`config.mk`:
```
export PLATFORM = sky130hd
export DESIGN_NAME = smt_throttle_ctrl
export DESIGN_NICKNAME = d
export VERILOG_FILES = /design/src/rtl/thr_pkg.sv /design/src/rtl/thr_win_timer.sv /design/src/rtl/thr_miss_cnt.sv /design/src/rtl/thr_offend_arb.sv /design/src/rtl/thr_action_fsm.sv /design/src/rtl/smt_throttle_ctrl.sv
export SDC_FILE = /design/constraint.sdc
export NUM_CORES = 1
export LEC_CHECK = 0
export BUFFER_PORTS_ARGS = -buffer_cell sky130_fd_sc_hd__buf_2
export CORE_MARGIN = 2
export CORE_UTILIZATION = 52
export CTS_CLUSTER_DIAMETER = 200
export DETAILED_ROUTE_END_ITERATION = 16
export PLACE_DENSITY = 0.73
export SKIP_LAST_GASP = 1
export SYNTH_ARGS = -nofsm -noshare
export SYNTH_HDL_FRONTEND = slang
export SYNTH_SLANG_ARGS = --single-unit
```
`constraint.sdc`:
```
create_clock -name clk -period 1.95 [get_ports clk]
set_input_delay 0.39 -clock clk [delete_from_list [all_inputs] [get_ports clk]]
set_output_delay 0.39 -clock clk [all_outputs]
set_load 0.02 [all_outputs]
```
`src/rtl/thr_pkg.sv`:
```
package thr_pkg;

  localparam int NUM_THR = 2;

  typedef enum logic [1:0] {
    ACT_IDLE  = 2'd0,
    ACT_STALL = 2'd1,
    ACT_FLUSH = 2'd2,
    ACT_RATE  = 2'd3
  } act_e;

  // Map a programmed policy code onto the action taken on entry.
  function automatic act_e policy_to_act(input logic [1:0] code);
    case (code)
      2'd1:    return ACT_FLUSH;
      2'd2:    return ACT_RATE;
      default: return ACT_STALL;
    endcase
  endfunction

  function automatic logic act_blocks_decode(input act_e a);
    return (a == ACT_STALL) || (a == ACT_FLUSH);
  endfunction

endpackage

```
`src/rtl/thr_win_timer.sv`:
```
module thr_win_timer #(
  parameter int WIN_W = 10
) (
  input  logic             clk,
  input  logic             rst_n,
  input  logic [WIN_W-1:0] cfg_window,
  output logic             win_end_o
);

  logic [WIN_W-1:0] win_cnt;

  // Last cycle of a window; lengths 0 and 1 both end every cycle.
  function automatic logic is_last(input logic [WIN_W-1:0] cnt,
                                   input logic [WIN_W-1:0] len);
    if (len <= WIN_W'(1)) return 1'b1;
    return cnt >= (len - WIN_W'(1));
  endfunction

  assign win_end_o = is_last(win_cnt, cfg_window);

  always_ff @(posedge clk or negedge rst_n) begin
    if (!rst_n)         win_cnt <= '0;
    else if (win_end_o) win_cnt <= '0;
    else                win_cnt <= win_cnt + WIN_W'(1);
  end


  win_wrap_chk: assert property (@(posedge clk) disable iff (!rst_n)
    win_end_o |=> (win_cnt == '0));

endmodule

```
`src/rtl/thr_miss_cnt.sv`:
```
module thr_miss_cnt #(
  parameter int CNT_W = 6
) (
  input  logic             clk,
  input  logic             rst_n,
  input  logic             miss_i,
  input  logic             win_end_i,
  output logic [CNT_W-1:0] cnt_o
);

  function automatic logic [CNT_W-1:0] sat_inc(input logic [CNT_W-1:0] v);
    return (v == '1) ? v : v + CNT_W'(1);
  endfunction

  always_ff @(posedge clk or negedge rst_n) begin
    if (!rst_n)         cnt_o <= '0;
    else if (win_end_i) cnt_o <= '0;
    else if (miss_i)    cnt_o <= sat_inc(cnt_o);
  end


  cnt_clear_chk: assert property (@(posedge clk) disable iff (!rst_n)
    win_end_i |=> (cnt_o == '0));


  cnt_monotone_chk: assert property (@(posedge clk) disable iff (!rst_n)
    !win_end_i |=> (cnt_o >= $past(cnt_o)));

endmodule

```
`src/rtl/thr_offend_arb.sv`:
```
module thr_offend_arb #(
  parameter int CNT_W = 6,
  parameter int ROB_W = 7
) (
  input  logic                                clk,
  input  logic                                rst_n,
  input  logic [thr_pkg::NUM_THR-1:0][CNT_W-1:0] l2_cnt_i,
  input  logic [thr_pkg::NUM_THR-1:0][CNT_W-1:0] tlb_cnt_i,
  input  logic [thr_pkg::NUM_THR-1:0][ROB_W-1:0] rob_i,
  input  logic [CNT_W-1:0]                    cfg_l2_limit,
  input  logic [CNT_W-1:0]                    cfg_tlb_limit,
  input  logic [ROB_W-1:0]                    cfg_rob_limit,
  output logic [thr_pkg::NUM_THR-1:0]         offend_o,
  output logic [thr_pkg::NUM_THR-1:0]         target_o
);

  function automatic logic hits_limit(input logic [CNT_W-1:0] cnt,
                                      input logic [CNT_W-1:0] lim);
    return (lim != '0) && (cnt >= lim);
  endfunction

  // Both congested: larger occupancy loses its turn at decode; tie to thread 1.
  function automatic logic [1:0] pick(input logic [1:0]       off,
                                      input logic [ROB_W-1:0] r0,
                                      input logic [ROB_W-1:0] r1);
    if (off == 2'b11) return (r0 > r1) ? 2'b01 : 2'b10;
    return off;
  endfunction

  for (genvar t = 0; t < thr_pkg::NUM_THR; t++) begin : g_off
    assign offend_o[t] = hits_limit(l2_cnt_i[t], cfg_l2_limit)  ||
                         hits_limit(tlb_cnt_i[t], cfg_tlb_limit) ||
                         (rob_i[t] > cfg_rob_limit);


    target_needs_offend_chk: assert property (@(posedge clk) disable iff (!rst_n)
      target_o[t] |-> offend_o[t]);
  end

  assign target_o = pick(offend_o, rob_i[0], rob_i[1]);


  single_target_chk: assert property (@(posedge clk) disable iff (!rst_n)
    $onehot0(target_o));


  both_pick_chk: assert property (@(posedge clk) disable iff (!rst_n)
    (offend_o == 2'b11) |-> (target_o != 2'b00));

endmodule

```
`src/rtl/thr_action_fsm.sv`:
```
module thr_action_fsm
  import thr_pkg::*;
(
  input  logic       clk,
  input  logic       rst_n,
  input  logic       target_i,
  input  logic [1:0] cfg_policy,
  output logic       decode_stall_o,
  output logic       flush_req_o,
  output logic       rate_cut_o
);

  act_e state, state_nx;
  logic entering;
  logic flush_q;

  assign entering = target_i && (state == ACT_IDLE);

  always_comb begin
    if (!target_i)     state_nx = ACT_IDLE;
    else if (entering) state_nx = policy_to_act(cfg_policy);
    else               state_nx = state;
  end

  always_ff @(posedge clk or negedge rst_n) begin
    if (!rst_n) begin
      state   <= ACT_IDLE;
      flush_q <= 1'b0;
    end else begin
      state   <= state_nx;
      flush_q <= entering && (policy_to_act(cfg_policy) == ACT_FLUSH);
    end
  end

  assign decode_stall_o = act_blocks_decode(state);
  assign rate_cut_o     = (state == ACT_RATE);
  assign flush_req_o    = flush_q;


  flush_single_chk: assert property (@(posedge clk) disable iff (!rst_n)
    flush_req_o |=> !flush_req_o);


  flush_with_stall_chk: assert property (@(posedge clk) disable iff (!rst_n)
    flush_req_o |-> decode_stall_o);


  release_chk: assert property (@(posedge clk) disable iff (!rst_n)
    !target_i |=> !(decode_stall_o || rate_cut_o || flush_req_o));


  hold_stall_chk: assert property (@(posedge clk) disable iff (!rst_n)
    (decode_stall_o && target_i) |=> decode_stall_o);


  rate_exclusive_chk: assert property (@(posedge clk) disable iff (!rst_n)
    rate_cut_o |-> !decode_stall_o);

endmodule

```
`src/rtl/smt_throttle_ctrl.sv`:
```
module smt_throttle_ctrl
  import thr_pkg::*;
#(
  parameter int CNT_W = 6,
  parameter int ROB_W = 7,
  parameter int WIN_W = 10
) (
  input  logic             clk,
  input  logic             rst_n,
  input  logic [1:0]       l2_miss_i,
  input  logic [1:0]       tlb_miss_i,
  input  logic [ROB_W-1:0] rob_used_t0_i,
  input  logic [ROB_W-1:0] rob_used_t1_i,
  input  logic [CNT_W-1:0] cfg_l2_limit,
  input  logic [CNT_W-1:0] cfg_tlb_limit,
  input  logic [ROB_W-1:0] cfg_rob_limit,
  input  logic [WIN_W-1:0] cfg_window,
  input  logic [1:0]       cfg_policy,
  output logic [1:0]       decode_stall_o,
  output logic [1:0]       flush_req_o,
  output logic [1:0]       rate_cut_o
);

  logic                             win_end;
  logic [NUM_THR-1:0][CNT_W-1:0]    l2_cnt;
  logic [NUM_THR-1:0][CNT_W-1:0]    tlb_cnt;
  logic [NUM_THR-1:0][ROB_W-1:0]    rob_used;
  logic [NUM_THR-1:0]               offend;
  logic [NUM_THR-1:0]               target;
  logic [NUM_THR-1:0]               throttled;

  assign rob_used[0] = rob_used_t0_i;
  assign rob_used[1] = rob_used_t1_i;

  thr_win_timer #(.WIN_W(WIN_W)) i_win (
    .clk       (clk),
    .rst_n     (rst_n),
    .cfg_window(cfg_window),
    .win_end_o (win_end)
  );

  for (genvar t = 0; t < NUM_THR; t++) begin : g_thr
    thr_miss_cnt #(.CNT_W(CNT_W)) i_l2_cnt (
      .clk      (clk),
      .rst_n    (rst_n),
      .miss_i   (l2_miss_i[t]),
      .win_end_i(win_end),
      .cnt_o    (l2_cnt[t])
    );

    thr_miss_cnt #(.CNT_W(CNT_W)) i_tlb_cnt (
      .clk      (clk),
      .rst_n    (rst_n),
      .miss_i   (tlb_miss_i[t]),
      .win_end_i(win_end),
      .cnt_o    (tlb_cnt[t])
    );

    thr_action_fsm i_act (
      .clk           (clk),
      .rst_n         (rst_n),
      .target_i      (target[t]),
      .cfg_policy    (cfg_policy),
      .decode_stall_o(decode_stall_o[t]),
      .flush_req_o   (flush_req_o[t]),
      .rate_cut_o    (rate_cut_o[t])
    );

    assign throttled[t] = decode_stall_o[t] || rate_cut_o[t];
  end

  thr_offend_arb #(.CNT_W(CNT_W), .ROB_W(ROB_W)) i_arb (
    .clk          (clk),
    .rst_n        (rst_n),
    .l2_cnt_i     (l2_cnt),
    .tlb_cnt_i    (tlb_cnt),
    .rob_i        (rob_used),
    .cfg_l2_limit (cfg_l2_limit),
    .cfg_tlb_limit(cfg_tlb_limit),
    .cfg_rob_limit(cfg_rob_limit),
    .offend_o     (offend),
    .target_o     (target)
  );


  one_throttled_chk: assert property (@(posedge clk) disable iff (!rst_n)
    $onehot0(throttled));


  onset_needs_offend_chk: assert property (@(posedge clk) disable iff (!rst_n)
    (target != 2'b00) |-> (offend != 2'b00));

endmodule

```
Word level (Yosys, flattened, before mapping). Index checks and enable logic that the tools add are counted.

Mux-type cells: 25. Equality and inequality tests: 20. Reductions and logical operators: 26. Order comparisons: 9. Add/sub/neg operators: 6.

Operators with widths (number): $mux 6 (12); $add 6x1->6 const B (4); $eq 6x6->1 const B (4); $ge 6x6->1 (4); $gt 7x7->1 (3); $eq 2x2->1 const B (7); $mux 2 (7); $reduce_bool 6->1 (2); $add 10x1->10 const B (1); $ge 10x10->1 (1); $le 10x1->1 const B (1); $mux 10 (1); $ne 2x2->1 const B (5); $sub 10x1->10 const B (1); $logic_and 1x1->1 (8); $reduce_and 2->1 (4); $reduce_bool 2->1 (4); $eq 2x1->1 const B (3); $logic_or 1x1->1 (6); $logic_not 2->1 (2); $mux 1 (4); $pmux 2 s2 (1); $ne 2x1->1 const B (1).

Output and inout bits: 6. Register bits after elaboration: 40. Word-level logic and storage cells: 95. Input bits: 51.

Logic depth before layout (Yosys ltp).
Depth in word-level cells: 10. Mapped depth: 12.

Modules after synthesis. From an unflattened synthesis, not the netlist that was laid out.

Cells, all modules: 426. Area total of the unflattened synthesis: 3746.1 µm².

By module, submodules not included: thr_miss_cnt (times used 4, area an instance 367.9 µm², cells an instance 41, seq. area each 150.1 µm²); thr_offend_arb (times used 1, area an instance 1058.5 µm², cells an instance 138, seq. area each 0.0 µm²); thr_win_timer (times used 1, area an instance 875.8 µm², cells an instance 94, seq. area each 250.2 µm²); thr_action_fsm (times used 2, area an instance 170.2 µm², cells an instance 15, seq. area each 75.1 µm²).

Worst setup path before layout. No wires, ideal clock.

Path type: input to register. Start: input cfg_window[5]. End: register i_win.win_cnt[2]. Arrival time: 2.220 ns. Path buffers: 1. Stages on the path: 9. Setup slack: -0.339 ns. Cells stage by stage: or3_1 -> nor3_2 -> nor2b_1 -> xnor2_1 -> ha_1 -> a221oi_2 -> o21ai_4 -> buf_6 -> nor2_2.

Longest elaborated chain between the ends: 4. Elaborated cells on any way between the ends: 6. Those cells by class: add/sub (1); order compare (2); mux (3).

Ends and longest elaborated chain: start: declaration (line smt_throttle_ctrl.sv:17) `input logic [WIN_W-1:0] cfg_window,`; $sub 10x1->10 / $le 10x1->1 (equally long branches) (line thr_win_timer.sv:16, thr_win_timer.sv:15); $ge 10x10->1 / $mux 1 (equally long branches) (line thr_win_timer.sv:16, thr_win_timer.sv:15); $mux 1 (*) (line thr_win_timer.sv:16) `return cnt >= (len - WIN_W'(1));`; $mux 10 (*) (line thr_win_timer.sv:23) `else if (win_end_o) win_cnt <= '0;`; end signal: assignment (line thr_win_timer.sv:24) `else win_cnt <= win_cnt + WIN_W'(1);`; end: declaration (line thr_win_timer.sv:10) `logic [WIN_W-1:0] win_cnt;`.

Mark *: on every way between the ends. The rest lies on a longest branch, timed or not. A chain may end at the register's enable or synchronous reset.

Worst setup path in the final report.
Start: input cfg_window[5]. End: register g_thr[0].i_tlb_cnt.cnt_o[3].

Longest elaborated chain between the ends: 5. Elaborated cells on any way between the ends: 9. Those cells by class: add/sub (1); order compare (2); eq/ne (1); mux (3); reduce/logical (2).

Ends and longest elaborated chain: $sub 10x1->10 / $le 10x1->1 (equally long branches) (line thr_win_timer.sv:16, thr_win_timer.sv:15); $ge 10x10->1 / $mux 1 (equally long branches) (line thr_win_timer.sv:16, thr_win_timer.sv:15); $mux 1 (*) (line thr_win_timer.sv:16); $ne 2x2->1 (no line) / $reduce_bool 2->1 (equally long branches); $reduce_and 2->1 (no line); end signal: assignment (line thr_miss_cnt.sv:18) `else if (miss_i) cnt_o <= sat_inc(cnt_o);`; end: declaration (line thr_miss_cnt.sv:8) `output logic [CNT_W-1:0] cnt_o`.

Marked as above.

==> qor.txt <==
OUTCOME
----------------------------------------------------------------------------------------
Outcome                                                                     complete, but fails checks
Failing checks                                                              setup timing

FINISH
----------------------------------------------------------------------------------------
Commonest cells after routing, fill and taps aside                          66 x sky130_fd_sc_hd__ha_1, 54 x sky130_fd_sc_hd__buf_2, 40 x sky130_fd_sc_hd__dfrtp_1, 39 x sky130_fd_sc_hd__inv_1, 30 x sky130_fd_sc_hd__buf_4
Share of post-route cells with drive strength above 1                              34.2%
Number of antenna diodes                                                               0
Final Core Density                                                                 68.6%
Commonest non-fill, non-tap cell in the layout                              sky130_fd_sc_hd__ha_1
Count of fill cells added during filler insertion                                    516
Total Nets Final                                                                     580
Count of non-filler cells in the finished layout                                     539
P&R area growth vs syn                                                             27.1%

CRITICAL PATH
----------------------------------------------------------------------------------------
Setup crit end kind                                                            flip-flop
Worst path slowest cell                                                     sky130_fd_sc_hd__or3_4
Slack of the worst reg-to-reg path                                                -10 ps
Buffer and inverter count on the worst path                                            2
Required time at the endpoint of the critical path                               2170 ps
Data arrival time at the worst-slack endpoint                                    2420 ps
Family with the most delay on the worst path                                simple AND/OR/NAND/NOR gates
Critical path capture point                                                 g_thr[0].i_tlb_cnt.cnt_o[3]$_DFFE_PN0P_
Number of logic stages on the critical path including buffering                       10
Highest net fanout along the worst path                                                6
Delay of the slowest cell on the worst path                                       400 ps
Category of the most critical setup path                                          in2reg
Logic depth of the worst register-to-register path                                     9
Critical-path cell list                                                     buf_6 > or3_4 > nor3_4 > nor2b_4 > xnor2_1 > ha_1 > a221oi_2 > o21ai_4 > clkbuf_16 > nor2_2
Worst r2r src                                                               i_win.win_cnt[0]$_DFF_PN0_
R2r endpoint                                                                i_win.win_cnt[3]$_DFF_PN0_
Startpoint Class                                                               input pin
Worst setup path startpoint                                                 cfg_window[5]

SYNTHESIS
----------------------------------------------------------------------------------------
Cell Area, Synth                                                              3450 sq um
Yosys warnings                                                                         0
Mean Syn Cell Area                                                            9.27 sq um
Post-synthesis cell count                                                            372
Post-synth net total                                                                 490
Top FF cell, synth                                                          sky130_fd_sc_hd__dfrtp_1
Number of unique standard cell types used by synthesis                                45
Number of enable flip-flop cells after synthesis                                       0
Proportion of synthesized flip-flops having asynchronous set or reset               100%
Synth Register Bits                                                                   40
Post-synthesis sequential area ratio                                               29.0%

TIMING
----------------------------------------------------------------------------------------
Worst slew slack as a fraction of its limit                                        66.7%
Peak Freq                                                                        453 MHz
Transition time of the tightest slew-check pin                                    499 ps
Fin Clk Skew                                                                     3.90 ps
Slack of the critical path                                                       -257 ps
Portion of the clock cycle consumed by the worst path in the final layout           113%
Final hold violations                                                                  0
Number of pins exceeding their max-slew limit in the final report                      0
Hold Slack                                                                        152 ps
Unrepaired setup endpoints after global routing                                     true
Final Setup Violations                                                                34
Setup TNS                                                                       -6990 ps
Final worst path period need                                                     2210 ps

ROUTE
----------------------------------------------------------------------------------------
Routed via count                                                                    2873
Final antenna-violating net count                                                      0
Initial drt markers                                                                   69
WL final                                                                    7090 microns
Detailed Routing Iterations Pass 1                                                     4
Post-detailed-route wirelength per cell                                     13.1 microns
Number of remaining DRC errors                                                         0
Number of vias per cell after detailed routing                                      5.33

PLACE
----------------------------------------------------------------------------------------
Estimated wirelength of the detail-placed design                            5640 microns
Pre-CTS WS                                                                       -489 ps
Buffers on Ports                                                                      56
Placed Cells                                                                         526
Final Wtd Congestion                                                               0.813

CLOCK NETWORK
----------------------------------------------------------------------------------------
TritonCTS buffer count                                                                 5
Max H-tree Level                                                                       2
Clk Tree Root Cell                                                          sky130_fd_sc_hd__clkbuf_8
Clock transition at the registers of the reported paths                            70 ps
Total clock sinks                                                                     40
Number of hold buffers added after cts                                                 0
Max Buffers Root-to-Sink                                                               2
TritonCTS clock tree                                                                 yes
Clock latency on the worst-skew pair                                              290 ps

FLOORPLAN
----------------------------------------------------------------------------------------
Initial cell density of the core                                                   54.0%
Area of the core                                                              6390 sq um
Die Height                                                                  85.4 microns
Top-level port count                                                                  57
Total die area                                                                7300 sq um
Core Rows                                                                             29
Overall die width                                                           85.4 microns

GRT
----------------------------------------------------------------------------------------
First-pass GRT wire length                                                  11800 microns
Sum of overflow across all layers after global routing                                 0
Initial antenna violation count                                                        0
Vias in the first global route                                                      2854
Total global routing track utilization                                             19.5%
Largest net degree at the start of global routing                                     41

PWR
----------------------------------------------------------------------------------------
Power spent charging and discharging nets                                        1.88 mW
Proportion of power drawn by combinational gates                                   55.0%
Clock share of power                                                               11.1%
LEAKAGE                                                                          2.17 nW
Internal power component                                                         2.66 mW
Sw frac                                                                            41.3%
Portion of total power attributed to sequential cells                              33.9%
Max IR drop VDD                                                                   800 uV
Pwr per Cell Area                                                           1040 nW/um^2

MIN PATH
----------------------------------------------------------------------------------------
Hold WC Path Type                                                               in2async

FLOW RUN
----------------------------------------------------------------------------------------
Count of maximum capacitance violations                                                0

[layer usage]
layer | share of wire, % | track usage [%]
met1 | 43 | 24.0
met2 | 53 | 34.9
met4 | 0.79 | 3.90
met5 | 0 | 0
met3 | 3.2 | 4.38
[sequential cells by signal, indices dropped and copies added (netlist names)]
| name | cells |
|---|---|
| i_win.win_cnt | 10 |
| g_thr.i_act.state | 4 |
| g_thr.i_tlb_cnt.cnt_o | 12 |
| g_thr.i_act.flush_req_o | 2 |
| g_thr.i_l2_cnt.cnt_o | 12 |
[worst min-delay path by stage]
| stage | endpoint | cells past startpoint | from |
|---|---|---|---|
| final | g_thr[1].i_act.state[1]$_DFFE_PN0P_ | 2 | rst_n |
| after global routing | g_thr[1].i_act.state[1]$_DFFE_PN0P_ | 2 | rst_n |
| after CTS | g_thr[1].i_act.state[1]$_DFFE_PN0P_ | 2 | rst_n |
| after detailed placement | g_thr[1].i_act.state[1]$_DFFE_PN0P_ | 2 | rst_n |
| after global placement | g_thr[1].i_act.flush_req_o$_DFF_PN0_ | 2 | rst_n |
| after floorplan | g_thr[0].i_act.flush_req_o$_DFF_PN0_ | 0 | rst_n |
[power by group through the flow]
stage / clock (mW) / combinational (mW) / sequential [mW]
6_report: 0.506 / 2.50 / 1.54
4_1_cts: 0.525 / 2.13 / 1.54
3_3_place_gp: 0 / 1.98 / 1.54
3_5_place_dp: 0 / 2.08 / 1.56
2_1_floorplan: 0 / 1.57 / 1.48
5_1_grt: 0.569 / 2.83 / 1.59
[logic make-up after synthesis]
family / after synthesis / synth area share [%]
simple gates: 118 / 17.0
buf+inv: 50 / 6.75
flops: 40 / 29.0
fa+ha+maj: 67 / 24.3
compound gates: 54 / 11.6
xor+xnor: 36 / 9.15
mux: 7 / 2.11
[final cells by class]
| class | count | area, sq um | area share (%) |
|---|---|---|---|
| Timing Repair Buffer | 92 | 622 | 14.2 |
| Clock buffer | 6 | 72.6 | 1.66 |
| Clock inverter | 1 | 5.00 | 0.114 |
| Tap cell | 77 | 96.3 | 2.20 |
| Inverter | 41 | 159 | 3.63 |
| Multi-Input combinational cell | 282 | 2420 | 55.4 |
| Sequential cell | 40 | 1000 | 22.9 |
[cells in the mapped netlist (5+ instances only)]
cell type,number,share of area (%)
sky130_fd_sc_hd__ha_1,67,24
sky130_fd_sc_hd__inv_1,41,4.5
sky130_fd_sc_hd__dfrtp_1,40,29
sky130_fd_sc_hd__nor2_1,34,3.7
sky130_fd_sc_hd__nand2_1,19,2.1
sky130_fd_sc_hd__xor2_1,19,4.8
sky130_fd_sc_hd__a21oi_1,17,2.5
sky130_fd_sc_hd__xnor2_1,17,4.3
sky130_fd_sc_hd__nand3_1,15,2.2
sky130_fd_sc_hd__nand4_1,12,2.2
sky130_fd_sc_hd__nor2_2,10,1.8
sky130_fd_sc_hd__buf_4,6,1.3
sky130_fd_sc_hd__nor3_1,6,0.87
sky130_fd_sc_hd__o21a_1,6,1.3
sky130_fd_sc_hd__o21ai_0,6,0.87
sky130_fd_sc_hd__a21o_1,5,1.1
sky130_fd_sc_hd__mux2i_1,5,1.5
sky130_fd_sc_hd__nand2b_1,5,0.91
[timing repair]
action / CTS / global route
pin swaps: 10 / 15
endpoints found under the setup margin: 34 / 40
setup buffers: 0 / 3
gates resized for setup: 7 / 40
gates cloned: 0 / 3
[per-stage QoR]
stage               power [mW]  instance area, sq um
floorplan                 3.05                  3500
global placement          3.52                  4040
detailed placement        3.64                  4040
CTS                       4.20                  4150
global route              4.99                  4380
finish                    4.54                  4380
No activity file was read; power rests on OpenSTA's default activity.
